### config.mk
export PLATFORM = sky130hd
export DESIGN_NAME = arb_status_top
export DESIGN_NICKNAME = d
export VERILOG_FILES = /design/src/rtl/arb_status_pkg.sv /design/src/rtl/arb_req_qual.sv /design/src/rtl/arb_prio_pick.sv /design/src/rtl/arb_out_enc.sv /design/src/rtl/arb_status_top.sv
export SDC_FILE = /design/constraint.sdc
export NUM_CORES = 1
export LEC_CHECK = 0
export ABC_AREA = 1
export BUFFER_PORTS_ARGS = -buffer_cell sky130_fd_sc_hd__buf_2
export CAP_MARGIN = 20
export CORE_AREA = 4 4 41 43
export CTS_BUF_LIST = sky130_fd_sc_hd__clkbuf_16
export CTS_CLUSTER_DIAMETER = 40
export DETAILED_ROUTE_END_ITERATION = 6
export DIE_AREA = 0 0 45 47
export PLACE_DENSITY = 0.41
export SYNTH_ARGS = -nofsm -noshare
export SYNTH_HDL_FRONTEND = slang
export SYNTH_SLANG_ARGS = --single-unit
### constraint.sdc
create_clock -name clk -period 2.6 [get_ports clk]
set_input_delay 0.78 -clock clk [delete_from_list [all_inputs] [get_ports clk]]
set_output_delay 0.78 -clock clk [all_outputs]
set_load 0.005 [all_outputs]
### src/rtl/arb_status_pkg.sv
package arb_status_pkg;

    // Source indices. A lower index means a higher priority.
    localparam int SRC_HP_RD = 0;
    localparam int SRC_HP_WR = 1;
    localparam int SRC_LP_RD = 2;
    localparam int SRC_LP_WR = 3;
    localparam int SRC_MST   = 4;
    localparam int SRC_FW    = 5;
    localparam int N_SRC     = 6;

    // Status code values as seen by the master.
    typedef enum logic [2:0] {
        CODE_LP_RD  = 3'b000,
        CODE_HP_RD  = 3'b001,
        CODE_LP_WR  = 3'b010,
        CODE_HP_WR  = 3'b011,
        CODE_START  = 3'b111
    } st_code_e;

    // Decision states of the arbiter.
    typedef enum logic [2:0] {
        S_IDLE,
        S_HP_RD,
        S_HP_WR,
        S_LP_RD,
        S_LP_WR,
        S_MST,
        S_FW
    } arb_state_e;

endpackage

### src/rtl/arb_req_qual.sv
module arb_req_qual
    import arb_status_pkg::*;
(
    input  logic [N_SRC-1:0] pend,
    input  logic             rd_full_n,
    input  logic             wr_full_n,
    output logic [N_SRC-1:0] elig
);

    // Every source passes through unchanged, except the low-priority read
    // return and the fast write. Those two are held back while the master
    // reports the matching buffer as full.
    always_comb begin
        elig            = pend;
        elig[SRC_LP_RD] = pend[SRC_LP_RD] & rd_full_n;
        elig[SRC_FW]    = pend[SRC_FW]    & wr_full_n;
    end

endmodule

### src/rtl/arb_prio_pick.sv
module arb_prio_pick #(
    parameter int N = 6
) (
    input  logic [N-1:0] req,
    output logic [N-1:0] win,
    output logic         any
);

    // Fixed priority: bit 0 is the highest.
    genvar i;
    generate
        for (i = 0; i < N; i++) begin : g_pick
            if (i == 0) begin : g_top
                assign win[i] = req[i];
            end else begin : g_rest
                assign win[i] = req[i] & ~(|req[i-1:0]);
            end
        end
    endgenerate

    assign any = |req;

endmodule

### src/rtl/arb_out_enc.sv
module arb_out_enc
    import arb_status_pkg::*;
(
    input  arb_state_e  state,
    output logic        gnt_n,
    output logic [2:0]  st_code,
    output logic        fw_start
);

    always_comb begin
        gnt_n    = 1'b1;
        st_code  = CODE_START;
        fw_start = 1'b0;
        unique case (state)
            S_IDLE:  begin end
            S_HP_RD: begin gnt_n = 1'b0; st_code = CODE_HP_RD; end
            S_HP_WR: begin gnt_n = 1'b0; st_code = CODE_HP_WR; end
            S_LP_RD: begin gnt_n = 1'b0; st_code = CODE_LP_RD; end
            S_LP_WR: begin gnt_n = 1'b0; st_code = CODE_LP_WR; end
            S_MST:   begin gnt_n = 1'b0; st_code = CODE_START; end
            S_FW:    begin fw_start = 1'b1; end
            default: begin end
        endcase
    end

endmodule

### src/rtl/arb_status_top.sv
module arb_status_top
    import arb_status_pkg::*;
(
    input  logic       clk,
    input  logic       rst_n,
    input  logic       hp_rd_pend,
    input  logic       hp_wr_pend,
    input  logic       lp_rd_pend,
    input  logic       lp_wr_pend,
    input  logic       bus_req,
    input  logic       fw_pend,
    input  logic       rd_full_n,
    input  logic       wr_full_n,
    output logic       gnt_n,
    output logic [2:0] st_code,
    output logic       fw_start
);

    logic [N_SRC-1:0] pend;
    logic [N_SRC-1:0] elig;
    logic [N_SRC-1:0] win;
    logic             any_elig;
    arb_state_e       state_q;
    arb_state_e       state_d;

    assign pend[SRC_HP_RD] = hp_rd_pend;
    assign pend[SRC_HP_WR] = hp_wr_pend;
    assign pend[SRC_LP_RD] = lp_rd_pend;
    assign pend[SRC_LP_WR] = lp_wr_pend;
    assign pend[SRC_MST]   = bus_req;
    assign pend[SRC_FW]    = fw_pend;

    arb_req_qual u_qual (
        .pend      (pend),
        .rd_full_n (rd_full_n),
        .wr_full_n (wr_full_n),
        .elig      (elig)
    );

    arb_prio_pick #(.N(N_SRC)) u_pick (
        .req (elig),
        .win (win),
        .any (any_elig)
    );

    // Next decision, taken from the one-hot winner.
    always_comb begin
        state_d = S_IDLE;
        if (any_elig) begin
            unique case (1'b1)
                win[SRC_HP_RD]: state_d = S_HP_RD;
                win[SRC_HP_WR]: state_d = S_HP_WR;
                win[SRC_LP_RD]: state_d = S_LP_RD;
                win[SRC_LP_WR]: state_d = S_LP_WR;
                win[SRC_MST]:   state_d = S_MST;
                win[SRC_FW]:    state_d = S_FW;
                default:        state_d = S_IDLE;
            endcase
        end
    end

    // State register: one decision per clock.
    always_ff @(posedge clk or negedge rst_n) begin
        if (!rst_n) begin
            state_q <= S_IDLE;
        end else begin
            state_q <= state_d;
        end
    end

    arb_out_enc u_enc (
        .state    (state_q),
        .gnt_n    (gnt_n),
        .st_code  (st_code),
        .fw_start (fw_start)
    );

endmodule

Yosys cells after proc, flatten, opt, wreduce, memory -nomap -nowiden
Index checks and enable logic that the tools add are counted.
{"block": "totals", "mem_count": 0, "ff_bits": 3, "latchBits": 0, "elab_cells": 30, "ramBits": 0, "out_inout_bits": 5, "mem_bits_ro": 0}
{"block": "op_classes", "order_cmp": 0, "bitwise_logic": 12, "n_reduce_logical": 6, "muxes": 5, "n_div": 0, "shifts": 0, "n_mul": 0, "eq_ne": 6, "n_addsub": 0}
{"operator": "3-bit one-hot mux with 6 select lines", "count": 1}
{"operator": "3-bit one-hot mux with 4 select lines", "count": 1}
{"operator": "5-bit OR reduction", "count": 2}
{"operator": "3-bit equality test, second input constant", "count": 3}
{"operator": "1-bit bitwise AND", "count": 7}
{"operator": "3-bit by 2-bit equality test with 1-bit output, second input constant", "count": 2}
{"operator": "6-bit OR reduction", "count": 1}
{"operator": "1-bit inverter", "count": 5}
{"operator": "4-bit OR reduction", "count": 1}
{"operator": "3-bit by 1-bit equality test with 1-bit output, second input constant", "count": 1}
{"operator": "3-bit 2-to-1 mux", "count": 1}
{"operator": "3-bit OR reduction", "count": 1}
{"operator": "1-bit 2-to-1 mux", "count": 2}
{"operator": "2-bit OR reduction", "count": 1}

Longest topological paths before layout
{"block": "logic_depth", "word_depth": 6, "depth_mapped": 6, "ltp_nobuf": 6}

By module
A second synthesis with hierarchy kept.
{"block": "unflattened", "hier_cells": 52, "hier_area_um2": 301.5}
{"module": "arb_status_top", "seq_area_each_um2": 75.1, "cells_each": 12, "area_each_um2": 112.6, "instances": 1}
{"module": "arb_prio_pick", "seq_area_each_um2": 0.0, "cells_each": 17, "area_each_um2": 83.8, "instances": 1}
{"module": "arb_out_enc", "seq_area_each_um2": 0.0, "cells_each": 15, "area_each_um2": 60.1, "instances": 1}
{"module": "arb_req_qual", "seq_area_each_um2": 0.0, "cells_each": 8, "area_each_um2": 45.0, "instances": 1}

Least setup slack after synthesis
No wires, ideal clock.
{"block": "synth_path", "kind": "register -> output", "from": "register state_q[1]", "to": "output st_code[1]", "t_required_ns": 1.820, "slack_ns": 1.046, "stages_incl_launch_ff": 7, "path_buffers": 0, "arrival_ns": 0.774, "path_cell_list": "dfrtp_1 nor2_2 nand2_1 nand2_1 inv_2 nand2_2 nand2_1"}
{"block": "synth_via", "elab_chain_cells": 2}
{"element": "start: declaration", "line": "arb_status_top.sv:23", "source": "arb_state_e state_q;"}
{"element": "start signal: assignment", "line": "arb_status_top.sv:67", "source": "state_q <= state_d;"}
{"element": "3-bit equality test (tied with other cells)", "line": "arb_out_enc.sv:14", "source": "unique case (state)"}
{"element": "3-bit one-hot mux with 4 select lines *", "line": "arb_out_enc.sv:14"}
{"element": "end: declaration", "line": "arb_status_top.sv:15", "source": "output logic [2:0] st_code,"}
Mark *: on every way between the ends. The rest lies on a longest branch, timed or not.

Worst setup path after layout
Same ends and word-level chain as after synthesis.

==> run summary <==
For this block, the via count after detailed routing is around 260. The CTS buffer count came out at 3. VDD sags by at most roughly 0.28 mV. Setup repair after global routing left no endpoint under its margin. The fraction of layout cells with a size suffix above 1 came out at 0.382. The cell at the root of the clock tree is clkbuf_16. After synthesis the netlist holds a flip-flop and latch count of 3. The synthesized net count is 47. The flip-flop count of the largest register after layout came out at 3. In the final layout, the registers with the most flip-flops are state_q x3. The count of final hold-check violations came out at 0. Of the available clock period, the critical path in the final layout requires 0.735.

Relative to the synthesized area, the layout overhead comes to 75.7%. The number of detailed-route iterations in the first pass came out at 2. The run finished with clean final reports. After clock tree synthesis, the setup repair step added 0 buffers.

In this run the cell area of the synthesized design comes to approximately 220 um2. For the pin with the worst max-slew slack, the measured transition is roughly 0.15 ns. The setup-violating endpoint count in the final report is 0. Measured along the y axis, the die boundary spans 47 um. The final routed wire length divided by cell count is ~7.0 um. Summed over all layers, the routed wires come to between 400 and 500 um.

The total routing resource utilization after global routing came out at 0.0570. The wire-length estimate of the detail-placed layout is about 420 um. After clock tree synthesis, the clock-pin slew on the worst setup and hold paths is roughly 0.03 ns. The row count is 13. The number of routed nets with antenna violations came out at 0. The I/O pin count came out at 15.

The detailed router finished its first iteration with 3 violations. The longest clock path from root to sink contains 2 buffers. The clock period minus worst slack is between 1.5 and 2 ns. In the layout the commonest cells are buf_2 (14), nand2_1 (11), inv_1 (7). The number of fillers in the final layout is between 150 and 200. For this design the static power due to leakage is between 0.2 and 0.25 nW. The endpoint type of the worst setup path is an output port.

The number of global-route vias before repair is between 200 and 250. For the worst setup path, the data arrival time is around 1.1 ns. The via density per instance is roughly 3.8. The worst setup path is launched from a flip-flop. The die footprint is roughly 2100 um2. The distinct cell type count of the synthesized netlist came out at 12. The clock tree from TritonCTS is built.

Ranked by flip-flop count, first place goes to state_q. The critical-path maximum fanout is 4. The worst min-delay path class is input pin to asynchronous set/reset pin.

The ratio of total power to cell area came out at 844 nW/um2. The sequential cell area fraction in the yosys report is 0.339. The count of max-cap constraint violations is 0. The Yosys warning count is 0. The data required time of the critical path is roughly 1.8 ns. The highest achievable clock rate is roughly 0.52 GHz. By startpoint and endpoint, the worst setup path is classified as flip-flop to output port. After detailed placement, the design holds a cell count of 66. The most common library cell in the layout ignoring fill and taps is buf_2. The finished layout holds 70 standard cells, fillers aside. The number of buffers inserted by hold repair at cts came out at 0.

The sum of negative setup slack came out at 0 ns. Routability-driven placement finished with a final weighted congestion of between 0.6 and 0.7. CTS built an H-tree with a depth of 1. The max-slew violation count is 0. The remaining max-slew budget at the tightest pin is 0.897. OpenSTA, run right after detailed placement, puts the worst setup slack at between 0.9 and 1 ns. The first-pass GRT wire length came out at between 700 and 800 um. The worst path meets setup with slightly below 0.7 ns of slack.

In the final design database the tool counted 66 nets. The area of the core is around 1300 um2. The number of antenna violations at the first check in global routing is 0.

The number of diodes added for antenna fixing is 0. The post-detailed-route DRC marker count is 0. Global routing finished with a remaining overflow of 0.

The starting utilization of the core area is 0.170. The number of gates resized after CTS came out at 0. In this run the tool buffered the top-level ports with 14 buffer cells. Counting every instance in the synthesized netlist gives 37.

A synthesized cell averages around 6 um2. The x dimension of the die came out at approximately 45 um. The largest net degree at the start of global routing is 6. The total number of clock tree sinks is 3.
-- power breakdown --
| part | switching (mW) | leakage (nW) | internal [mW] |
|---|---|---|---|
| Sequential | 0.00349 | 0.0371 | 0.0500 |
| Combinational | 0.0196 | 0.144 | 0.0182 |
| Clock | 0.0390 | 0.0423 | 0.198 |
| Total | 0.0622 | 0.223 | 0.266 |
-- area by class of cell --
type	instances	area, um2	share of cell area
clock buffers	3	75.1	0.193
clock inverters	1	3.75	0.00965
inverters	8	30.0	0.0772
multi-input cells	26	116	0.299
flip-flops and latches	3	75.1	0.193
well taps	15	18.8	0.0482
repair buffers	14	70.1	0.180
-- worst max-delay path by stage --
stage                  to       start  slack (ns)  cells past startpoint
3_3_place_gp   st_code[1]  state_q[1]        0.91                      7
2_1_floorplan  st_code[1]  state_q[1]        1.05                      6
5_1_grt        st_code[1]  state_q[1]        0.57                      7
3_5_place_dp   st_code[1]  state_q[1]        0.91                      7
6_report       st_code[1]  state_q[1]        0.69                      7
4_1_cts        st_code[1]  state_q[1]        0.68                      7
-- cells by family (layout without fill, tap and decap cells) --
group	count (synthesis)	in the layout	synth area share
compound gates	7	7	0.164
buf+inv	8	26	0.136
flops	3	3	0.339
simple gates	19	19	0.362
-- layer usage --
metal  wire length [um]  vias up  global-route usage
li1                   -      152                   -
met1                227       97              0.0548
met2                187       14              0.0763
met3                 74        0              0.0460
met4                  0        0              0.0526
met5                  0        -                   0
-- worst max-delay path, stage by stage (launching register included) --
cell	delay [ns]
dfrtp_1	0.40
nor2_2	0.13
nand2_1	0.07
nand2_1	0.07
inv_2	0.04
nand2_2	0.05
nand2_1	0.04
buf_2	0.11
-- through the flow --
step	util	hold WS [ns]	area, um2	total power, mW
2_1_floorplan	-	0.484	221	0.0738
3_3_place_gp	0.238	0.580	310	0.0924
3_5_place_dp	0.238	0.581	310	0.0925
4_1_cts	0.299	0.349	389	0.332
5_1_grt	0.299	0.357	389	0.344
6_report	0.299	0.348	389	0.328
-- synth_stat cells --
master    n  area [um2]
dfrtp_1   3        75.1
o21ai_0   3        15.0
nor2_2    1        6.26
nor2_1    4        15.0
nand4_1   1        6.26
a31oi_1   1        6.26
nand2_2   1        6.26
a21oi_1   3        15.0
inv_1     6        22.5
nand2_1  11        41.3
inv_2     2        7.51
nand3_1   1        5.00
No activity file was read; power rests on OpenSTA's default activity.
